File: config.mk
export PLATFORM = sky130hd
export DESIGN_NAME = quad_dac_frontend
export DESIGN_NICKNAME = d
export VERILOG_FILES = /design/src/rtl/dacfe_pkg.sv /design/src/rtl/dacfe_sync.sv /design/src/rtl/dacfe_shift.sv /design/src/rtl/dacfe_chan.sv /design/src/rtl/quad_dac_frontend.sv
export SDC_FILE = /design/constraint.sdc
export NUM_CORES = 1
export LEC_CHECK = 0
export BUFFER_PORTS_ARGS = -buffer_cell sky130_fd_sc_hd__buf_2
export CAP_MARGIN = 10
export CORE_MARGIN = 1.5
export CORE_UTILIZATION = 60
export CTS_CLUSTER_DIAMETER = 60
export DETAILED_ROUTE_END_ITERATION = 12
export HOLD_SLACK_MARGIN = 0.12
export PLACE_DENSITY = 0.8
export REMOVE_ABC_BUFFERS = 1
export SLEW_MARGIN = 30
export SYNTH_ARGS = -nofsm -noshare
export SYNTH_HDL_FRONTEND = slang
export SYNTH_SLANG_ARGS = --single-unit
File: constraint.sdc
create_clock -name clk -period 8.2 [get_ports clk]
set_input_delay 0 -clock clk [delete_from_list [all_inputs] [get_ports clk]]
set_output_delay 0 -clock clk [all_outputs]
set_load 0.005 [all_outputs]
File: src/rtl/dacfe_pkg.sv
package dacfe_pkg;
    localparam int CH     = 4;
    localparam int DW     = 16;
    localparam int CMD_W  = 4;
    localparam int FRAME_BITS = CMD_W + CH + DW;
    localparam int CNT_W  = $clog2(FRAME_BITS + 1);

    typedef logic [DW-1:0] code_t;

    typedef enum logic [CMD_W-1:0] {
        CMD_NOP   = 4'd0,
        CMD_WR    = 4'd1,
        CMD_UPD   = 4'd2,
        CMD_WRUPD = 4'd3,
        CMD_PWR   = 4'd4,
        CMD_LMASK = 4'd5,
        CMD_SRST  = 4'd6,
        CMD_CHAIN = 4'd8,
        CMD_RDBK  = 4'd9
    } cmd_e;

    typedef struct packed {
        cmd_e            cmd;
        logic [CH-1:0]   mask;
        code_t           data;
    } frame_t;

    function automatic code_t reset_code(input logic mid);
        return mid ? (code_t'(1) << (DW - 1)) : '0;
    endfunction
endpackage

File: src/rtl/dacfe_sync.sv
module dacfe_sync #(
    parameter int W = 2,
    parameter logic [W-1:0] RV = '1
) (
    input  logic         clk,
    input  logic         rst,
    input  logic [W-1:0] din,
    output logic [W-1:0] rise,
    output logic [W-1:0] fall
);
    logic [W-1:0] s1, s2;

    always_ff @(posedge clk) begin
        if (rst) begin
            s1 <= RV;
            s2 <= RV;
        end else begin
            s1 <= din;
            s2 <= s1;
        end
    end

    assign rise = s1 & ~s2;
    assign fall = s2 & ~s1;
endmodule

File: src/rtl/dacfe_shift.sv
module dacfe_shift
    import dacfe_pkg::*;
(
    input  logic                  clk,
    input  logic                  rst,
    input  logic                  sclk,
    input  logic                  fs_n,
    input  logic                  sdi,
    input  logic                  rb_load,
    input  logic [FRAME_BITS-1:0] rb_word,
    output logic                  frame_rise,
    output logic                  frame_valid,
    output logic [FRAME_BITS-1:0] word,
    output logic                  sdo
);
    logic [1:0] e_rise, e_fall;
    logic       sdi_q;
    logic       active;
    logic [CNT_W-1:0] cnt;
    logic [FRAME_BITS-1:0] shreg;

    // bit 1: frame strobe, bit 0: serial clock
    dacfe_sync #(.W(2), .RV(2'b11)) u_sync (
        .clk  (clk),
        .rst  (rst),
        .din  ({fs_n, sclk}),
        .rise (e_rise),
        .fall (e_fall)
    );

    always_ff @(posedge clk) begin
        if (rst) begin
            sdi_q  <= 1'b0;
            active <= 1'b0;
            cnt    <= '0;
            shreg  <= '0;
            sdo    <= 1'b0;
        end else begin
            sdi_q <= sdi;
            if (e_fall[1]) begin
                active <= 1'b1;
                cnt    <= '0;
                sdo    <= shreg[FRAME_BITS-1];
            end else if (e_rise[1]) begin
                active <= 1'b0;
            end
            if (active && !e_rise[1] && e_fall[0]) begin
                shreg <= {shreg[FRAME_BITS-2:0], sdi_q};
                if (cnt != CNT_W'(FRAME_BITS))
                    cnt <= cnt + 1'b1;
            end else if (active && e_rise[0]) begin
                sdo <= shreg[FRAME_BITS-1];
            end
            if (rb_load)
                shreg <= rb_word;
        end
    end

    assign frame_rise  = e_rise[1] && active;
    assign frame_valid = frame_rise && (cnt == CNT_W'(FRAME_BITS));
    assign word        = shreg;

    AST_CNT_LIMIT: assert property (@(posedge clk) disable iff (rst)
        cnt <= CNT_W'(FRAME_BITS));
endmodule

File: src/rtl/dacfe_chan.sv
module dacfe_chan
    import dacfe_pkg::*;
(
    input  logic  clk,
    input  logic  rst,
    input  logic  clr,
    input  code_t rst_val,
    input  logic  wr_hold,
    input  logic  wr_act,
    input  logic  upd,
    input  logic  sync_ld,
    input  logic  ld_fall,
    input  logic  lmask,
    input  logic  pd_we,
    input  code_t din,
    output code_t hold_o,
    output code_t act_o,
    output logic  pd_o
);
    code_t hold_q, act_q, hold_n, act_n;
    logic  pd_q;

    always_comb begin
        hold_n = wr_hold ? din : hold_q;
        act_n  = act_q;
        if (upd)
            act_n = hold_q;
        if (wr_act)
            act_n = din;
        if (sync_ld && !lmask)
            act_n = din;
        if (ld_fall && !lmask)
            act_n = hold_n;
    end

    always_ff @(posedge clk) begin
        if (rst || clr) begin
            hold_q <= rst_val;
            act_q  <= rst_val;
            pd_q   <= 1'b0;
        end else begin
            hold_q <= hold_n;
            act_q  <= act_n;
            if (pd_we)
                pd_q <= din[0];
        end
    end

    assign hold_o = hold_q;
    assign act_o  = act_q;
    assign pd_o   = pd_q;

    AST_ASYNC_COPY: assert property (@(posedge clk) disable iff (rst)
        (ld_fall && !lmask && !clr) |=> (act_q == hold_q));
    AST_SYNC_COPY: assert property (@(posedge clk) disable iff (rst)
        (sync_ld && !lmask && !ld_fall && !clr) |=> (act_q == $past(din)));
    AST_HOLD_KEEP: assert property (@(posedge clk) disable iff (rst)
        (!wr_hold && !clr) |=> $stable(hold_q));
    AST_SOFT_LEVEL: assert property (@(posedge clk) disable iff (rst)
        clr |=> (act_q == $past(rst_val) && hold_q == $past(rst_val) && !pd_q));
endmodule

File: src/rtl/quad_dac_frontend.sv
module quad_dac_frontend
    import dacfe_pkg::*;
(
    input  logic             clk,
    input  logic             rst,
    input  logic             mid_sel,
    input  logic             sclk,
    input  logic             fs_n,
    input  logic             sdi,
    input  logic             upd_n,
    output logic [CH*DW-1:0] code_o,
    output logic [CH-1:0]    pd_o,
    output logic             sdo,
    output logic             sdo_oe
);
    logic                  frame_rise, frame_valid;
    logic [FRAME_BITS-1:0] word, rb_word;
    frame_t                fr;
    logic                  upd_s1, upd_s2, ld_fall, ld_low;
    logic                  daisy_en, rb_active, soft_clr;
    logic [CH-1:0]         lmask;
    code_t                 hold_w [CH];
    code_t                 act_w  [CH];
    logic [CH-1:0]         sel_hot;
    code_t                 sel_code;
    logic                  found;

    dacfe_shift u_shift (
        .clk         (clk),
        .rst         (rst),
        .sclk        (sclk),
        .fs_n        (fs_n),
        .sdi         (sdi),
        .rb_load     (frame_valid && fr.cmd == CMD_RDBK),
        .rb_word     (rb_word),
        .frame_rise  (frame_rise),
        .frame_valid (frame_valid),
        .word        (word),
        .sdo         (sdo)
    );

    assign fr = frame_t'(word);

    always_ff @(posedge clk) begin
        if (rst) begin
            upd_s1 <= 1'b1;
            upd_s2 <= 1'b1;
        end else begin
            upd_s1 <= upd_n;
            upd_s2 <= upd_s1;
        end
    end
    assign ld_fall = upd_s2 && !upd_s1;
    assign ld_low  = !upd_s1;

    assign soft_clr = frame_valid && fr.cmd == CMD_SRST;

    always_ff @(posedge clk) begin
        if (rst || soft_clr) begin
            daisy_en  <= 1'b0;
            rb_active <= 1'b0;
            lmask     <= '0;
        end else begin
            if (frame_rise)
                rb_active <= frame_valid && fr.cmd == CMD_RDBK;
            if (frame_valid && fr.cmd == CMD_CHAIN)
                daisy_en <= fr.data[0];
            if (frame_valid && fr.cmd == CMD_LMASK)
                lmask <= fr.data[CH-1:0];
        end
    end

    always_comb begin
        sel_hot  = '0;
        sel_code = '0;
        found    = 1'b0;
        for (int i = 0; i < CH; i++) begin
            if (fr.mask[i] && !found) begin
                found      = 1'b1;
                sel_hot[i] = 1'b1;
                sel_code   = hold_w[i];
            end
        end
    end
    assign rb_word = {CMD_W'(0), sel_hot, sel_code};

    for (genvar g = 0; g < CH; g++) begin : g_ch
        logic hit;
        assign hit = frame_valid && fr.mask[g];
        dacfe_chan u_chan (
            .clk     (clk),
            .rst     (rst),
            .clr     (soft_clr),
            .rst_val (reset_code(mid_sel)),
            .wr_hold (hit && (fr.cmd == CMD_WR || fr.cmd == CMD_WRUPD)),
            .wr_act  (hit && fr.cmd == CMD_WRUPD),
            .upd     (hit && fr.cmd == CMD_UPD),
            .sync_ld (hit && fr.cmd == CMD_WR && ld_low),
            .ld_fall (ld_fall),
            .lmask   (lmask[g]),
            .pd_we   (hit && fr.cmd == CMD_PWR),
            .din     (fr.data),
            .hold_o  (hold_w[g]),
            .act_o   (act_w[g]),
            .pd_o    (pd_o[g])
        );
        assign code_o[g*DW +: DW] = act_w[g];
    end

    assign sdo_oe = daisy_en || rb_active;

    AST_SHORT_DISCARD: assert property (@(posedge clk) disable iff (rst)
        (frame_rise && !frame_valid && !ld_fall) |=> ($stable(code_o) && $stable(pd_o)));
    AST_RDBK_ONE_FRAME: assert property (@(posedge clk) disable iff (rst)
        (frame_rise && rb_active && !daisy_en && !(frame_valid && fr.cmd inside {CMD_RDBK, CMD_CHAIN})) |=> !sdo_oe);
endmodule

==> results.toml, run 1 <==
[place]
gp_congestion = 0.9563
place_ws_ns = 4.822
hpwlAfterDp_um = 13490
port_buffers = 76

[routing]
viasPerCell = 6.399
ant_nets = 0
num_vias = 7205
drt_iter0_markers = 897
wl_per_cell_um = 19.49
drc = 0
drt-pass1-iter-count = 6
routed_wl_um = 21950

[yosys]
syn_inst = 920
netlist.area_leader.share = 0.2690
synthArstFlopShare = 0
syn_avg_cell_area_um2 = 9.060
synth_seq_area_share = 0.4995
synthFlopType = "dfxtp_1"
synth_edf_count = 64
syn_area_um2 = 8335
synth.top_cells.by_area = "dfxtp_1 (27%), edfxtp_1 (23%), nand2_1 (7.1%), mux2i_1 (6.7%), a21oi_1 (5.8%)"
ys_ff_latch = 176
synth_top_area_cell = "dfxtp_1"
ys.warnings.count = 0
yosysUniqueCellTypes = 55

[cts]
postCtsSetupRepairBufs = 0
cts_hold_buf = 5
clock_latency_ns = 0.44
cts_tree = "done"
cts_max_level = 4
clkTransAtPathRegs_ns = 0.06
cts-resized-gates = 0
cts.sinks = 176
numCtsBuffers = 17
cts_max_path_buffers = 2
clock-root-buffer = "clkbuf_16"

[pwr]
pwr-share-clk = 0.438
seqPwrFrac = 0.525
powerDensity_nw_per_um2 = 191.1
ir_worst_vdd_v = 0.0001611
internal_power_mw = 1.393
p_leak_nw = 3.556
p_sw_frac = 0.2160
combPwrFrac = 0.037
p_switching_uw = 383.9

[timing]
period_minus_slack_ns = 3.292
hold_violations = 0
setup_ws_ns = 4.908
clock_skew_ns = 0.01282
finalSetupTns_ns = 0
timing.fmax_mhz = 303.8
setup_viol = 0
finalCritPeriodShare = 0.4015
worst_pin_slew_ns = 0.9201
slew_headroom = 0.3847
slew_violations = 0
rsz0062_at_grt = "no"

[die]
die_area_um2 = 14610
pin_count = 77
rows = 42
die_h_um = 120.9
start_util = 0.6220
die_w_um = 120.9
core_area_um2 = 13400

[final_layout]
fin_nets = 948
multiInputGateArea_um2 = 3779
drive_above_1_share = 0.1432
final_cell_mix = "nand2_1 (158), dfxtp_1 (112), a21oi_1 (96)"
area_delta_synth_final_pct = 11.60
fill_cells = 1063
final_common_cell = "nand2_1"
antenna_cells = 0
ff_latch_area_um2 = 4164

[grt]
grt_max_degree = 77
antenna_found_initial = 0
grt_pass1_wl_um = 34270
grt_pass1_vias = 6696
grt_util_all_layers = 0.3039
overflow = 0

[worst_setup_path]
cp-start-kind = "register"
slowest_delay_ns = 0.71
critPathArrivalTime_ns = 3.44
cp-startpoint = "u_shift.cnt[0]$_SDFF_PP0_"
r2r_end = "g_ch[1].u_chan.act_o[1]$_SDFFCE_PP0P_"
critPathKind = "register to register"
endpoint_kind = "register"
critPathCapture = "g_ch[1].u_chan.act_o[1]$_SDFFCE_PP0P_"
crit_fanout = 76
r2r_setup_slack_ns = 4.91
r2r-start = "u_shift.cnt[0]$_SDFF_PP0_"
cp.required_ns = 8.34
r2r_cells = 7
cp_slowest_cell = "buf_4"
worstPathCellList = "inv_1 -> ha_1 -> nand4b_1 -> nor3_1 -> a21o_4 -> buf_4 -> a21oi_1"

[min_path]
worst_hold_path_type = "input port to register"

[run_status]
status = "completed"

[flow_run]
cap_violations = 0
[power by group through the flow]
stage               clock (mW)  sequential, mW  combinational [mW]
global route             0.818           0.935              0.0716
global placement             0           0.952              0.0628
CTS                      0.781           0.934              0.0653
floorplan                    0           0.955              0.0260
finish                   0.778           0.934              0.0656
detailed placement           0           0.953              0.0635
[cells in the mapped netlist (11+ instances only)]
| cell type | n |
|---|---|
| nor2_1 | 68 |
| dfxtp_1 | 112 |
| a21o_1 | 16 |
| edfxtp_1 | 64 |
| a31oi_1 | 20 |
| and3b_1 | 16 |
| buf_2 | 11 |
| nor4bb_1 | 18 |
| o21ai_0 | 24 |
| mux2i_1 | 56 |
| a211o_1 | 16 |
| nand2_1 | 158 |
| clkbuf_1 | 77 |
| o32ai_1 | 14 |
| a21oi_1 | 96 |
| o22ai_1 | 15 |
| nand3_1 | 47 |
[metrics by stage]
step | power, mW | std cells | hold WS [ns] | area (um2) | util
6_report | 1.777 | 1126 | 0.1465 | 9303 | 0.6942
5_1_grt | 1.825 | 1126 | 0.1802 | 9303 | 0.6942
4_1_cts | 1.780 | 1126 | 0.1309 | 9294 | 0.6936
3_5_place_dp | 1.016 | 1089 | 0.1835 | 8685 | 0.6481
3_3_place_gp | 1.015 | 1089 | 0.1840 | 8685 | 0.6481
2_1_floorplan | 0.9805 | 822 | 0.06907 | 7935 | -
[worst max-delay path: cells and delay by family (launching register included)]
family | cells | cell delay, ns
fa+ha+maj | 1 | 0.21
flops | 1 | 0.33
compound gates | 2 | 0.64
simple gates | 2 | 0.91
buf+inv | 2 | 0.82
[layout make-up]
type                    count  share of cell area
clock buffers              24             0.05192
clock inverters             8            0.008204
inverters                  10            0.004035
multi-input cells         636              0.4062
flip-flops and latches    176              0.4476
well taps                 176             0.02367
repair buffers             96             0.05837
[worst min path at each step]
stage / from / end / cells after the start
floorplan: rst / u_shift.cnt[0]$_SDFF_PP0_ / 1
global placement: sclk / u_shift.u_sync.s1[0]$_SDFF_PP1_ / 2
detailed placement: fs_n / u_shift.u_sync.s1[1]$_SDFF_PP1_ / 2
CTS: rst / u_shift.cnt[1]$_SDFF_PP0_ / 2
global route: rst / u_shift.cnt[1]$_SDFF_PP0_ / 2
finish: rst / u_shift.cnt[1]$_SDFF_PP0_ / 2
[sequential cells by signal, summed over array words and instances, names as in the netlist, 2 cells and up]
register	cells
g_ch.u_chan.act_o	64
g_ch.u_chan.hold_o	64
g_ch.u_chan.pd_o	4
lmask	4
u_shift.cnt	5
u_shift.u_sync.s1	2
u_shift.u_sync.s2	2
u_shift.word	24
[cells by family after synthesis]
| logic type | count (synthesis) | share of synthesized area |
|---|---|---|
| compound gates | 223 | 0.1677 |
| xor+xnor | 1 | 0.001051 |
| fa+ha+maj | 4 | 0.006004 |
| buf+inv | 108 | 0.05254 |
| flops | 176 | 0.4995 |
| mux | 56 | 0.06725 |
| simple gates | 352 | 0.2059 |
[routing by layer]
metal  vias up  track usage  wire, um
met5         -            0         0
met4         0       0.1588       925
met3        74      0.06062      1465
met2       347       0.5174     10960
met1      3453       0.3641      8598
li1       3331            -         -
No activity file was read; power rests on OpenSTA's default activity.
==> run 2: changes to the inputs <==
CORE_UTILIZATION = 54   (was 60)
PLACE_DENSITY = 0.76   (was 0.8)
clock period = 2.8 ns   (was 8.2 ns; I/O delays follow)
==> results.toml, run 2 (synthesized netlist as in run 1, its figures left out) <==
[cts]
clkTransAtPathRegs_ns = 0.07
numCtsBuffers = 17
cts.sinks = 176
cts_max_path_buffers = 2
clock_latency_ns = 0.43
clock-root-buffer = "clkbuf_16"
cts_max_level = 4
cts_tree = "done"

[place]
hpwlAfterDp_um = 14020
port_buffers = 76
gp_congestion = 0.9046
dpl.cell_count = 1117
place_area_um2 = 8838

[run_status]
status = "completed"

[worst_setup_path]
cp-start-kind = "register"
r2r-start = "u_shift.u_sync.s1[1]$_SDFF_PP1_"
endpoint_kind = "register"
crit_fanout = 16
cp-startpoint = "u_shift.u_sync.s1[1]$_SDFF_PP1_"
cp.required_ns = 3.12
critPathKind = "register to register"
critPathArrivalTime_ns = 2.97

[timing]
worst_pin_slew_ns = 0.8253
whs_ns = 0.2857
finalCritPeriodShare = 0.9461
rsz0062_at_grt = "no"
slew_violations = 0
period_minus_slack_ns = 2.649
slew_headroom = 0.4482
timing.fmax_mhz = 377.5
clock_skew_ns = 0.008790
setup_viol = 0
finalSetupTns_ns = 0
hold_violations = 0

[die]
die_h_um = 127.2
pin_count = 77
core_area_um2 = 15150
rows = 45
start_util = 0.5504
die_w_um = 127.2
die_area_um2 = 16190

[routing]
routed_wl_um = 22040
drt_iter0_markers = 801
wl_per_cell_um = 19.06
ant_nets = 0
num_vias = 7183
drt-pass1-iter-count = 7
drc = 0
viasPerCell = 6.214

[final_layout]
area_delta_synth_final_pct = 14.03
final_cell_mix = "nand2_1 (158), dfxtp_1 (112), a21oi_1 (96)"
design_area_um2 = 9505
fin_nets = 966
final_common_cell = "nand2_1"
finalNonFillerCells = 1156
drive_above_1_share = 0.1622
antenna_cells = 0

[flow_run]
cap_violations = 0

[min_path]
worst_hold_path_type = "input port to register"
hp-start = "sclk"

[grt]
grt_util_all_layers = 0.2775
grt_pass1_vias = 6652
grt_max_degree = 94
antenna_found_initial = 0
overflow = 0
grt_pass1_wl_um = 35130

[pwr]
ir_worst_vdd_v = 0.0004598
powerDensity_nw_per_um2 = 556.3
p_leak_nw = 3.667
run 2: report_power, final:
part,internal [mW],switching [mW],leakage (nW)
combinational,0.0785,0.124,1.79
sequential,2.71,0.0283,1.58
clock,1.37,0.982,0.291
run 2: final cells by class:
class / count / area, um2
sequential: 176 / 4164
clock buffer: 23 / 509.2
timing repair buffer: 114 / 695.7
multi-input combinational: 636 / 3785
clock inverter: 9 / 78.83
tap: 188 / 235.2
inverter: 10 / 37.54
fill: 1241 / 5640
run 2: metal layers:
metal / GRT usage / wire (um) / vias up
met1: 0.3457 / 9070 / 3421
met3: 0.04188 / 1325 / 62
met4: 0.1303 / 760 / 0
met5: 0 / 0 / -
met2: 0.4760 / 10880 / 329
li1: - / - / 3371
run 2: worst paths after layout:
path	slack, ns	depth (start not counted)	to
worst max register to register	0.15	7	g_ch[1].u_chan.hold_o[15]$_DFF_P_
worst min-delay path	0.29	3	u_shift.u_sync.s1[0]$_SDFF_PP1_
worst max-delay path	0.15	7	g_ch[1].u_chan.hold_o[15]$_DFF_P_
worst min register to register	0.47	2	g_ch[3].u_chan.hold_o[9]$_SDFF_PP0_
run 2: per-stage QoR:
step	worst slack [ns]	util	power, mW
floorplan	-0.8214	-	2.871
global placement	0.4541	0.5836	2.985
detailed placement	0.3572	0.5836	2.987
CTS	0.09818	0.6270	5.303
global route	0.02065	0.6276	5.433
finish	0.1510	0.6276	5.288
run 2: repair_timing:
| item | CTS | global route |
|---|---|---|
| endpoints found under the hold margin | 12 | 0 |
| gates resized for setup | 0 | 3 |
| setup endpoints to repair | 0 | 1 |
| setup buffers | 0 | 0 |
| hold buffers | 7 | 0 |
run 2: worst max-delay path, stage by stage (launching register included):
cell and delay (ns):
dfxtp_1 0.35, ha_1 0.27, and2_1 0.46, and4_1 0.26
buf_4 0.31, mux2i_1 0.25, a21oi_1 0.08, dlygate4sd3_1 0.56
==> run 3: changes to the inputs <==
CELL_PAD_IN_SITES_DETAIL_PLACEMENT = 1   (was not set)
CELL_PAD_IN_SITES_GLOBAL_PLACEMENT = 1   (was not set)
CORE_UTILIZATION = 41   (was 54)
PLACE_DENSITY = not set   (was 0.76)
PLACE_DENSITY_LB_ADDON = 0.1   (was not set)
==> results.toml, run 3 (synthesized netlist as in run 1, its figures left out) <==
[final_layout]
antenna_cells = 0
area_delta_synth_final_pct = 16.06
fill_cells = 2268
finalNonFillerCells = 1238
final_cell_mix = "nand2_1 (158), dfxtp_1 (112), a21oi_1 (96)"
ff_latch_area_um2 = 4164
final_util = 0.4906
drive_above_1_share = 0.1675
final_common_cell = "nand2_1"
design_area_um2 = 9674
fin_nets = 971
multiInputGateArea_um2 = 3782

[cts]
clkTransAtPathRegs_ns = 0.07
numCtsBuffers = 17
clock-root-buffer = "clkbuf_16"
cts.sinks = 176
cts_tree = "done"
clock_latency_ns = 0.43
cts_max_level = 4
cts_max_path_buffers = 2
cts-resized-gates = 0

[place]
place_area_um2 = 8999
dpl.cell_count = 1200
gp_congestion = 0.8468
hpwlAfterDp_um = 17520
port_buffers = 76

[run_status]
status = "completed"

[min_path]
worst_hold_path_type = "input port to register"
hp-start = "fs_n"

[timing]
hold_violations = 0
rsz0062_at_grt = "no"
slew_violations = 0
setup_viol = 0
slew_headroom = 0.4683
worst_pin_slew_ns = 0.7964
finalSetupTns_ns = 0
clock_skew_ns = 0.01735
period_minus_slack_ns = 2.474
timing.fmax_mhz = 404.2
finalCritPeriodShare = 0.8836

[worst_setup_path]
worstPathCellList = "ha_1 -> and2_1 -> nand3_1 -> o311ai_2 -> buf_4"
r2r-start = "u_shift.u_sync.s1[1]$_SDFF_PP1_"
cp-startpoint = "u_shift.u_sync.s1[1]$_SDFF_PP1_"
crit_fanout = 16
critPathArrivalTime_ns = 2.58
cp-start-kind = "register"
slowest_delay_ns = 0.50
cp.required_ns = 2.91
cp_slowest_cell = "and2_1"
endpoint_kind = "register"
critPathKind = "register to register"

[grt]
grt_util_all_layers = 0.2496
overflow = 0
grt_pass1_vias = 7630
grt_max_degree = 63
antenna_found_initial = 0
grt_pass1_wl_um = 41570

[die]
die_area_um2 = 21200
start_util = 0.4227
pin_count = 77
die_w_um = 145.6
core_area_um2 = 19720
rows = 51
die_h_um = 145.6

[routing]
drt_iter0_markers = 409
ant_nets = 0
drt-pass1-iter-count = 4
m1WireLength_um = 10570
viasPerCell = 5.838
wl_per_cell_um = 21.00
drc = 0
routed_wl_um = 26000
routed-wl-met2_um = 13890
num_vias = 7227
dr.max_layer_used = "met4"
route.met3.wl_um = 998

[flow_run]
cap_violations = 0

[pwr]
ir_worst_vdd_v = 0.0004290
powerDensity_nw_per_um2 = 565.4
p_leak_nw = 3.705
[run 3: cell types whose count changed in the layout (fill, tap and decap cells not counted), moves of 2 or more]
cell and change:
bufinv_16 +2, clkbuf_8 -3, buf_4 +5, inv_6 +5
[run 3: area by class of cell]
type                       instances  area share
sequential                       176      0.4304
multi-input combinational        636      0.3910
timing repair buffer             119     0.07682
clock buffer                      18     0.04540
tap                              265     0.03427
clock inverter                    14     0.01824
inverter                          10    0.003880
[run 3: stage by stage]
step	total power [mW]	setup slack (ns)	hold WS (ns)
global route	5.643	0.1380	0.2818
global placement	2.991	0.5253	0.1839
floorplan	2.871	-0.8214	0.06907
detailed placement	3.002	0.3406	0.1913
finish	5.470	0.3259	0.2900
CTS	5.512	0.3075	0.2709
[run 3: worst max-delay path, delay by kind of cell, from the launching register on]
family	cells	cell delay, ns
adder cells (fa/ha/maj)	1	0.28
flip-flops	1	0.36
AND/OR/NAND/NOR	2	0.83
AO/OA/AOI/OAI	1	0.35
buffers and inverters	1	0.33
[run 3: path summary, 6_finish.rpt]
path                                                               to  slack (ns)  cells after the start
worst min-delay path                  u_shift.u_sync.s1[1]$_SDFF_PP1_        0.29                      3
worst max register to register  g_ch[3].u_chan.act_o[0]$_SDFFCE_PP0P_        0.33                      5
worst max-delay path            g_ch[3].u_chan.act_o[0]$_SDFFCE_PP0P_        0.33                      5
worst min register to register    g_ch[3].u_chan.hold_o[6]$_SDFF_PP0_        0.47                      2
[run 3: power by group]
part	switching, mW	internal, mW
sequential	0.0271	2.71
combinational	0.133	0.0803
clock	1.08	1.45
[run 3: repair_timing]
item                      in CTS  in global routing
hold endpoints to repair      24                  0
hold buffers                   6                  0
setup buffers                  0                  0
[run 3: layer usage]
metal / GRT usage / vias up
met2: 0.4607 / 149
met3: 0.04107 / 31
met1: 0.2905 / 3679
li1: - / 3368
met4: 0.08776 / 0
met5: 0 / -
